`config.mk`:
```
export PLATFORM = sky130hd
export DESIGN_NAME = irq_pwm_cfg
export DESIGN_NICKNAME = d
export VERILOG_FILES = /design/src/rtl/irq_pwm_cfg_pkg.sv /design/src/rtl/irq_pwm_rst_sync.sv /design/src/rtl/irq_pwm_cfg_regs.sv /design/src/rtl/irq_pwm_gen.sv /design/src/rtl/irq_pwm_cache_mode.sv /design/src/rtl/irq_pwm_cfg.sv
export SDC_FILE = /design/constraint.sdc
export NUM_CORES = 1
export LEC_CHECK = 0
export BUFFER_PORTS_ARGS = -buffer_cell sky130_fd_sc_hd__buf_4
export CAP_MARGIN = 25
export CORE_MARGIN = 3
export CORE_UTILIZATION = 48
export DETAILED_ROUTE_END_ITERATION = 10
export PLACE_DENSITY = 0.85
export SLEW_MARGIN = 20
export SYNTH_ARGS = -nofsm -noshare
export SYNTH_HDL_FRONTEND = slang
export SYNTH_SLANG_ARGS = --single-unit
export TNS_END_PERCENT = 1
```
`constraint.sdc`:
```
create_clock -name clk -period 2.7 [get_ports clk]
set_input_delay 0.54 -clock clk [delete_from_list [all_inputs] [get_ports clk]]
set_output_delay 0.54 -clock clk [all_outputs]
set_load 0.01 [all_outputs]
```
`src/rtl/irq_pwm_cfg_pkg.sv`:
```
package irq_pwm_cfg_pkg;
  typedef enum logic {
    CACHE_FIFO = 1'b0,
    CACHE_UART = 1'b1
  } cache_mode_e;
endpackage

```
`src/rtl/irq_pwm_rst_sync.sv`:
```
module irq_pwm_rst_sync #(
  parameter int STAGES = 2
) (
  input  logic clk,
  input  logic rst_n,
  output logic rst_sync_n
);
  logic [STAGES-1:0] sync_q;

  always_ff @(posedge clk or negedge rst_n) begin
    if (!rst_n) sync_q <= '0;
    else        sync_q <= {sync_q[STAGES-2:0], 1'b1};
  end

  assign rst_sync_n = sync_q[STAGES-1];
endmodule

```
`src/rtl/irq_pwm_cfg_regs.sv`:
```
module irq_pwm_cfg_regs #(
  parameter int DW      = 16,
  parameter int NUM_IRQ = 3,
  parameter int SEL_W   = 4
) (
  input  logic                  clk,
  input  logic                  rst_n,
  input  logic [SEL_W-1:0]      sel_i,
  input  logic [DW-1:0]         stage_i,
  output logic [NUM_IRQ*DW-1:0] vec_o,
  output logic [NUM_IRQ-1:0]    irq_en_o,
  output logic                  pwm_en_o,
  output logic [DW-1:0]         period_o
);
  localparam int EN_BASE     = NUM_IRQ + 1;
  localparam int PWM_EN_CODE = 2 * NUM_IRQ + 1;
  localparam int PERIOD_CODE = 2 * NUM_IRQ + 2;

  logic          pwm_en_q, pwm_en_d;
  logic [DW-1:0] period_q, period_d;

  for (genvar g = 0; g < NUM_IRQ; g++) begin : g_irq
    logic          vec_ld, en_ld;
    logic [DW-1:0] vec_q, vec_d;
    logic          en_q, en_d;

    assign vec_ld = (sel_i == SEL_W'(g + 1));
    assign en_ld  = (sel_i == SEL_W'(EN_BASE + g));

    always_comb begin
      vec_d = vec_q;
      en_d  = en_q;
      if (vec_ld) vec_d = stage_i;
      if (en_ld)  en_d  = stage_i[0];
    end

    always_ff @(posedge clk or negedge rst_n) begin
      if (!rst_n) begin
        vec_q <= '0;
        en_q  <= 1'b0;
      end else begin
        vec_q <= vec_d;
        en_q  <= en_d;
      end
    end

    assign vec_o[g*DW +: DW] = vec_q;
    assign irq_en_o[g]       = en_q;

    a_r2_vec_load: assert property (@(posedge clk) disable iff (!rst_n)
      (sel_i == SEL_W'(g + 1)) |=> (vec_o[g*DW +: DW] == $past(stage_i)));
    a_r3_en_load: assert property (@(posedge clk) disable iff (!rst_n)
      (sel_i == SEL_W'(EN_BASE + g)) |=> (irq_en_o[g] == $past(stage_i[0])));
  end

  always_comb begin
    pwm_en_d = pwm_en_q;
    period_d = period_q;
    if (sel_i == SEL_W'(PWM_EN_CODE)) pwm_en_d = stage_i[0];
    if (sel_i == SEL_W'(PERIOD_CODE)) period_d = stage_i;
  end

  always_ff @(posedge clk or negedge rst_n) begin
    if (!rst_n) begin
      pwm_en_q <= 1'b0;
      period_q <= '0;
    end else begin
      pwm_en_q <= pwm_en_d;
      period_q <= period_d;
    end
  end

  assign pwm_en_o = pwm_en_q;
  assign period_o = period_q;

  a_r4_period_load: assert property (@(posedge clk) disable iff (!rst_n)
    (sel_i == SEL_W'(PERIOD_CODE)) |=> (period_o == $past(stage_i)));
  a_r5_idle_hold: assert property (@(posedge clk) disable iff (!rst_n)
    ((sel_i == '0) || (sel_i > SEL_W'(PERIOD_CODE))) |=>
      ($stable(vec_o) && $stable(irq_en_o) && $stable(pwm_en_o) && $stable(period_o)));
endmodule

```
`src/rtl/irq_pwm_gen.sv`:
```
module irq_pwm_gen #(
  parameter int DW = 16
) (
  input  logic          clk,
  input  logic          rst_n,
  input  logic          en_i,
  input  logic [DW-1:0] period_i,
  output logic          pwm_o
);
  logic [DW-1:0] cnt_q, cnt_d;
  logic          out_q, out_d;
  logic          at_end;

  assign at_end = (cnt_q >= period_i);

  always_comb begin
    cnt_d = cnt_q;
    out_d = out_q;
    if (!en_i) begin
      cnt_d = '0;
      out_d = 1'b0;
    end else if (at_end) begin
      cnt_d = '0;
      out_d = ~out_q;
    end else begin
      cnt_d = cnt_q + DW'(1);
    end
  end

  always_ff @(posedge clk or negedge rst_n) begin
    if (!rst_n) begin
      cnt_q <= '0;
      out_q <= 1'b0;
    end else begin
      cnt_q <= cnt_d;
      out_q <= out_d;
    end
  end

  assign pwm_o = out_q;

  a_r6_count_step: assert property (@(posedge clk) disable iff (!rst_n)
    (en_i && (cnt_q < period_i)) |=> ((cnt_q == $past(cnt_q) + DW'(1)) && $stable(pwm_o)));
  a_r6_toggle: assert property (@(posedge clk) disable iff (!rst_n)
    (en_i && (cnt_q >= period_i)) |=> ((cnt_q == '0) && (pwm_o != $past(pwm_o))));
  a_r7_disabled_zero: assert property (@(posedge clk) disable iff (!rst_n)
    (!en_i) |=> ((cnt_q == '0) && !pwm_o));
endmodule

```
`src/rtl/irq_pwm_cache_mode.sv`:
```
module irq_pwm_cache_mode
  import irq_pwm_cfg_pkg::*;
#(
  parameter int CODE_W = 3
) (
  input  logic              clk,
  input  logic              rst_n,
  input  logic [CODE_W:0]   baud_i,
  output logic              uart_mode_o,
  output logic [CODE_W-1:0] baud_code_o
);
  localparam logic [CODE_W:0] CLEAR_PAT = {{CODE_W{1'b1}}, 1'b0};

  cache_mode_e       mode_q, mode_d;
  logic [CODE_W-1:0] code_q, code_d;

  always_comb begin
    mode_d = mode_q;
    code_d = code_q;
    if (baud_i[0]) begin
      mode_d = CACHE_UART;
      code_d = baud_i[CODE_W:1];
    end else if (baud_i == CLEAR_PAT) begin
      mode_d = CACHE_FIFO;
    end
  end

  always_ff @(posedge clk or negedge rst_n) begin
    if (!rst_n) begin
      mode_q <= CACHE_FIFO;
      code_q <= '0;
    end else begin
      mode_q <= mode_d;
      code_q <= code_d;
    end
  end

  assign uart_mode_o = (mode_q == CACHE_UART);
  assign baud_code_o = code_q;

  a_r8_uart_set: assert property (@(posedge clk) disable iff (!rst_n)
    baud_i[0] |=> (uart_mode_o && (baud_code_o == $past(baud_i[CODE_W:1]))));
  a_r9_fifo_clear: assert property (@(posedge clk) disable iff (!rst_n)
    (baud_i == CLEAR_PAT) |=> (!uart_mode_o && $stable(baud_code_o)));
  a_r10_hold: assert property (@(posedge clk) disable iff (!rst_n)
    (!baud_i[0] && (baud_i != CLEAR_PAT)) |=> ($stable(uart_mode_o) && $stable(baud_code_o)));
endmodule

```
`src/rtl/irq_pwm_cfg.sv`:
```
module irq_pwm_cfg #(
  parameter int DW      = 16,
  parameter int NUM_IRQ = 3,
  parameter int SEL_W   = 4,
  parameter int CODE_W  = 3
) (
  input  logic                  clk,
  input  logic                  rst_n,
  input  logic [SEL_W-1:0]      sel_i,
  input  logic [DW-1:0]         stage_i,
  input  logic [CODE_W:0]       baud_i,
  output logic [NUM_IRQ*DW-1:0] vec_o,
  output logic [NUM_IRQ-1:0]    irq_en_o,
  output logic                  pwm_en_o,
  output logic [DW-1:0]         period_o,
  output logic                  pwm_o,
  output logic                  uart_mode_o,
  output logic [CODE_W-1:0]     baud_code_o
);
  logic rst_int_n;

  irq_pwm_rst_sync #(.STAGES(2)) u_rst_sync (
    .clk        (clk),
    .rst_n      (rst_n),
    .rst_sync_n (rst_int_n)
  );

  irq_pwm_cfg_regs #(.DW(DW), .NUM_IRQ(NUM_IRQ), .SEL_W(SEL_W)) u_regs (
    .clk      (clk),
    .rst_n    (rst_int_n),
    .sel_i    (sel_i),
    .stage_i  (stage_i),
    .vec_o    (vec_o),
    .irq_en_o (irq_en_o),
    .pwm_en_o (pwm_en_o),
    .period_o (period_o)
  );

  irq_pwm_gen #(.DW(DW)) u_pwm (
    .clk      (clk),
    .rst_n    (rst_int_n),
    .en_i     (pwm_en_o),
    .period_i (period_o),
    .pwm_o    (pwm_o)
  );

  irq_pwm_cache_mode #(.CODE_W(CODE_W)) u_cache (
    .clk         (clk),
    .rst_n       (rst_int_n),
    .baud_i      (baud_i),
    .uart_mode_o (uart_mode_o),
    .baud_code_o (baud_code_o)
  );
endmodule

```
# Word level (Yosys, flattened, before mapping)
# Index checks and enable logic that the tools add are counted.
[totals]
reg_bits = 91
inputBits = 26
out_inout_bits = 73
word_cells = 33
[op_classes]
n_addsub = 1
order_cmp = 1
n_eq_ne = 10
mux = 6
bitwise_logic = 1
reduce_logical = 1
[op_table]
columns = ["cell", "count"]
rows = [
  ["$mux 16", 2],
  ["$add 16x1->16 const B", 1],
  ["$eq 4x3->1 const B", 4],
  ["$ge 16x16->1", 1],
  ["$eq 4x2->1 const B", 2],
  ["$eq 4x4->1 const B", 2],
  ["$eq 4x1->1 const B", 1],
  ["$mux 1", 4],
  ["$ne 2x1->1 const B", 1],
  ["$reduce_bool 2->1", 1],
  ["$not 1->1", 1],
]

# Logic depth before layout (Yosys ltp)
[depth]
ltp_word = 3
mapped_depth = 9

# By module
# A second synthesis with hierarchy kept.
[hier_totals]
hier_cells = 295
hier_area_um2 = 4170.2
[modules_own_cells]
columns = ["module", "instances", "cells_each", "area_each_um2", "seq_area_each_um2"]
rows = [
  ["irq_pwm_cfg_regs", 1, 156, 2780.2, 1701.6],
  ["irq_pwm_gen", 1, 127, 1188.6, 425.4],
  ["irq_pwm_cache_mode", 1, 9, 147.6, 100.1],
  ["irq_pwm_rst_sync", 1, 3, 53.8, 50.0],
]

# Worst setup path after synthesis
# OpenSTA, ideal clock, no wires.
[synth_timing]
path_type = "reg-to-reg"
start = "reg u_regs.period_q[6] (netlist: u_regs.period_o[6])"
end = "reg u_pwm.out_q (netlist: u_pwm.pwm_o)"
setup_ps = 125
t_arrival_ps = 2023
t_required_ps = 2575
path_slack_ps = 552
path_stages_with_launch = 9
n_path_buf = 1
period_less_slack_ps = 2148
path_cell_list = "dfrtp_1 > inv_1 > ha_1 > a41o_1 > a21oi_2 > nor3_1 > or4_1 > buf_6 > mux2_4"
[synth_via]
elab_chain_len = 2
[synth_rtl]
columns = ["item", "line", "text"]
rows = [
  ["start: declaration", "irq_pwm_cfg_regs.sv:20", "logic [DW-1:0] period_q, period_d;"],
  ["start signal: assignment", "irq_pwm_cfg_regs.sv:69", "period_q <= period_d;"],
  ["$ge 16x16->1", "irq_pwm_gen.sv:14", "assign at_end = (cnt_q >= period_i);"],
  ["$ne 2x1->1 (no line)", "-", ""],
  ["end signal: assignment", "irq_pwm_gen.sv:36", "out_q <= out_d;"],
  ["end: declaration", "irq_pwm_gen.sv:11", "logic out_q, out_d;"],
]
# Every way passes these cells.
# A chain may end at the register's enable or synchronous reset.

# Worst setup path after layout
[layout_timing]
start = "reg u_regs.period_q[9] (netlist: u_regs.period_o[9])"
end = "reg u_pwm.cnt_q[7]"
[layout_via]
elab_chain_len = 3
[layout_rtl]
columns = ["item", "line", "text"]
rows = [
  ["$ge 16x16->1", "irq_pwm_gen.sv:14", ""],
  ["$mux 16", "irq_pwm_gen.sv:22", "end else if (at_end) begin"],
  ["$mux 16", "irq_pwm_gen.sv:19", "if (!en_i) begin"],
  ["via u_pwm.cnt_d[7]", "irq_pwm_gen.sv:10", "logic [DW-1:0] cnt_q, cnt_d;"],
  ["end signal: assignment", "irq_pwm_gen.sv:35", "cnt_q <= cnt_d;"],
  ["end: declaration", "irq_pwm_gen.sv:10", ""],
]
# The timed path passes the listed nets, and every way through them passes these cells.

==> results.toml <==
[finish]
nets = 463
drive_gt1_share_pct = 43.06
multi_input_area_um2 = 1513
layout.area.seq_um2 = 2281
antenna_cells = 0
fillers = 630
syn2layout_area_growth_pct = 27.64

[power]
p_per_area_nw_per_um2 = 747.7
vdd_drop_max_mv = 0.4229
leakage_nw = 2.377
total_power_w = 0.003754

[routing]
first_pass_iters = 4
drc = 0
via_count = 2705
via_per_inst = 5.133
post_drt_wl_per_cell_um = 16.91
postRouteAntennaNets = 0
drt-total-wl_um = 8914
drtIter0Drc = 104

[timing]
setup_ws_ns = 0.5518
skew_ns = 0.01467
slew_viol_final = 0
setup_viol = 0
rsz0062_at_grt = "no"
setup_tns_ns = 0
hold_violations = 0
min_period_ns = 2.148
whs_ns = 0.2974
max_freq_mhz = 465.5
fin_crit_sh_pct = 79.56

[synthesis]
synthArstFlopShare_pct = 100.0
ys_types = 32
syn-num-nets = 358
yosysSeqAreaShare_pct = 57.89
syn_area_per_cell_um2 = 12.49
synth_edf_count = 0
syn-instance-count = 315
synthFlopType = "dfrtp_1"
syn_area_um2 = 3934
ys_ff_latch = 91
synth_warnings = 0

[critical_path]
path_buf_inv = 2
timing.rr.start = "u_regs.period_o[9]"
cp-end-kind = "flip-flop"
crit_fanout = 16
critPathTopFamily = "simple AND/OR/NAND/NOR gates"
required_ns = 2.94
reg2reg_depth = 8
crit_slowest_cell = "dfrtp_1"
cp-start-kind = "flip-flop"
crit_type = "reg2reg"
reg2reg_to = "u_pwm.cnt_q[7]"
arrival_ns = 2.39
cp_cell_sequence = "inv_1, ha_1, nand4_1, or3_1, a221oi_1, or4_1, buf_4, nor2_1"
max_stage_delay_ns = 0.38
rrSetupSlack_ns = 0.55

[grt]
grt.overflow.total = 0
grt_max_degree = 53
track_usage_pct = 20.28
grt_pass1_vias = 2875
antenna_found_initial = 0
grt_pass1_wl_um = 14260

[die]
io_pins = 99
fp.dieH_um = 96.53
dieArea_um2 = 9318
start_util_pct = 50.13
die_x_um = 96.53
num_rows = 32
core_um2 = 7848

[cts]
root_buffer = "clkbuf_8"
clk_latency_ns = 0.36
clk_pin_slew_ns = 0.10
h-tree-depth = 3
clockBufferDepth = 2
cts_tree = "done"
cts_sinks = 91
postCtsSetupRepairBufs = 0
numCtsBuffers = 9

[placed_design]
numPortBuffers = 98
dp_hpwl_um = 6514
gp_congestion = 0.8132
pre_cts_slack_ns = 0.6187

[worst_hold_path]
hp-class = "reg2async"

[status]
run_status = "finished clean"

[flow_run]
maxCapViolations = 0
## stage by stage
step | instance area [um2] | utilization (%) | cells
6_report | 5021 | 63.98 | 527
5_1_grt | 5021 | 63.98 | 527
4_1_cts | 5021 | 63.98 | 527
3_5_place_dp | 4793 | 61.08 | 510
3_3_place_gp | 4793 | 61.08 | 510
2_1_floorplan | 3935 | - | 315
## routing by layer
metal / part of all wire [%] / vias up / global-route usage (%)
met5: 0 / - / 0
met4: 1.2 / 0 / 7.243
met3: 5.2 / 10 / 5.112
met2: 51 / 59 / 33.45
met1: 43 / 1354 / 26.01
li1: - / 1282 / -
## state kept, by name, indices dropped and copies added, names as in the netlist
register	cells
u_regs.g_irq.vec_q	48
u_pwm.cnt_q	16
u_regs.period_o	16
u_cache.baud_code_o	3
u_regs.g_irq.en_q	3
u_rst_sync.sync_q	2
u_cache.uart_mode_o	1
u_pwm.pwm_o	1
u_regs.pwm_en_o	1
## cells in the mapped netlist, drive strengths merged, types with 7 or more instances
master	count	area, um2
dfrtp	91	2277
mux2	57	645.6
nor2	23	86.33
nand2	22	82.58
inv	21	78.83
ha	17	212.7
o21ai	17	85.08
buf	8	60.05
nor3	8	55.05
nand3	7	35.03
xnor2	7	61.31
xor2	7	61.31
## kinds of logic after synthesis
family,Yosys count,synth area share [%]
muxes,57,16.41
other,1,0.09533
DFF,91,57.89
and+or+nand+nor,76,9.224
AOI/OAI and AO/OA,27,4.039
buffers and inverters,32,3.817
xor gates and xnor gates,14,3.117
adders and majority gates,17,5.407
## report_power, final
| part | switching (W) | total, W | internal, W |
|---|---|---|---|
| Clock | 0.000484 | 0.00101 | 0.000525 |
| Sequential | 0.000164 | 0.00177 | 0.00161 |
| Combinational | 0.000442 | 0.000972 | 0.000530 |
| Total | 0.00109 | 0.00375 | 0.00266 |
## how the worst max path moves through the flow
stage | from | endpoint | slack [ns] | cells past startpoint
floorplan | u_regs.period_o[6] | u_pwm.pwm_o | 0.55 | 8
global placement | u_regs.period_o[6] | u_pwm.pwm_o | 0.67 | 7
detailed placement | u_regs.period_o[8] | u_pwm.cnt_q[12] | 0.62 | 8
CTS | u_regs.period_o[9] | u_pwm.cnt_q[5] | 0.55 | 8
global route | u_pwm.cnt_q[11] | u_pwm.cnt_q[15] | 0.46 | 7
finish | u_regs.period_o[9] | u_pwm.cnt_q[7] | 0.55 | 8
## worst reg2reg max path, cell delays in order, from the launching register on
cell      delay, ns
dfrtp_1        0.38
inv_1          0.07
ha_1           0.33
nand4_1        0.19
or3_1          0.39
a221oi_1       0.19
or4_1          0.19
buf_4          0.23
nor2_1         0.08
## what timing repair did
action / in CTS / in global routing
hold buffers: 1 / 0
endpoints found under the hold margin: 2 / 0
setup endpoints to repair: 0 / 0
gates resized for setup: 0 / 0
## cell usage in the layout (no fill, tap or decap), types with 5 or more instances in the layout
master,n
nor3_1,5
nand3_1,7
xor2_1,7
xnor2_1,7
nand2_1,22
dfrtp_1,90
clkbuf_8,9
inv_1,21
buf_4,103
nor2_1,23
mux2_2,56
nand4_1,6
ha_1,17
o21ai_0,17
## area by class of cell
class	count	share of cell area, %
multi-input cells	192	30.13
repair buffers	105	16.00
clock buffers	10	2.542
inverters	21	1.570
well taps	102	2.542
flip-flops and latches	91	45.43
clock inverters	6	1.794
Note: power is estimated with default switching activity, not from simulation.
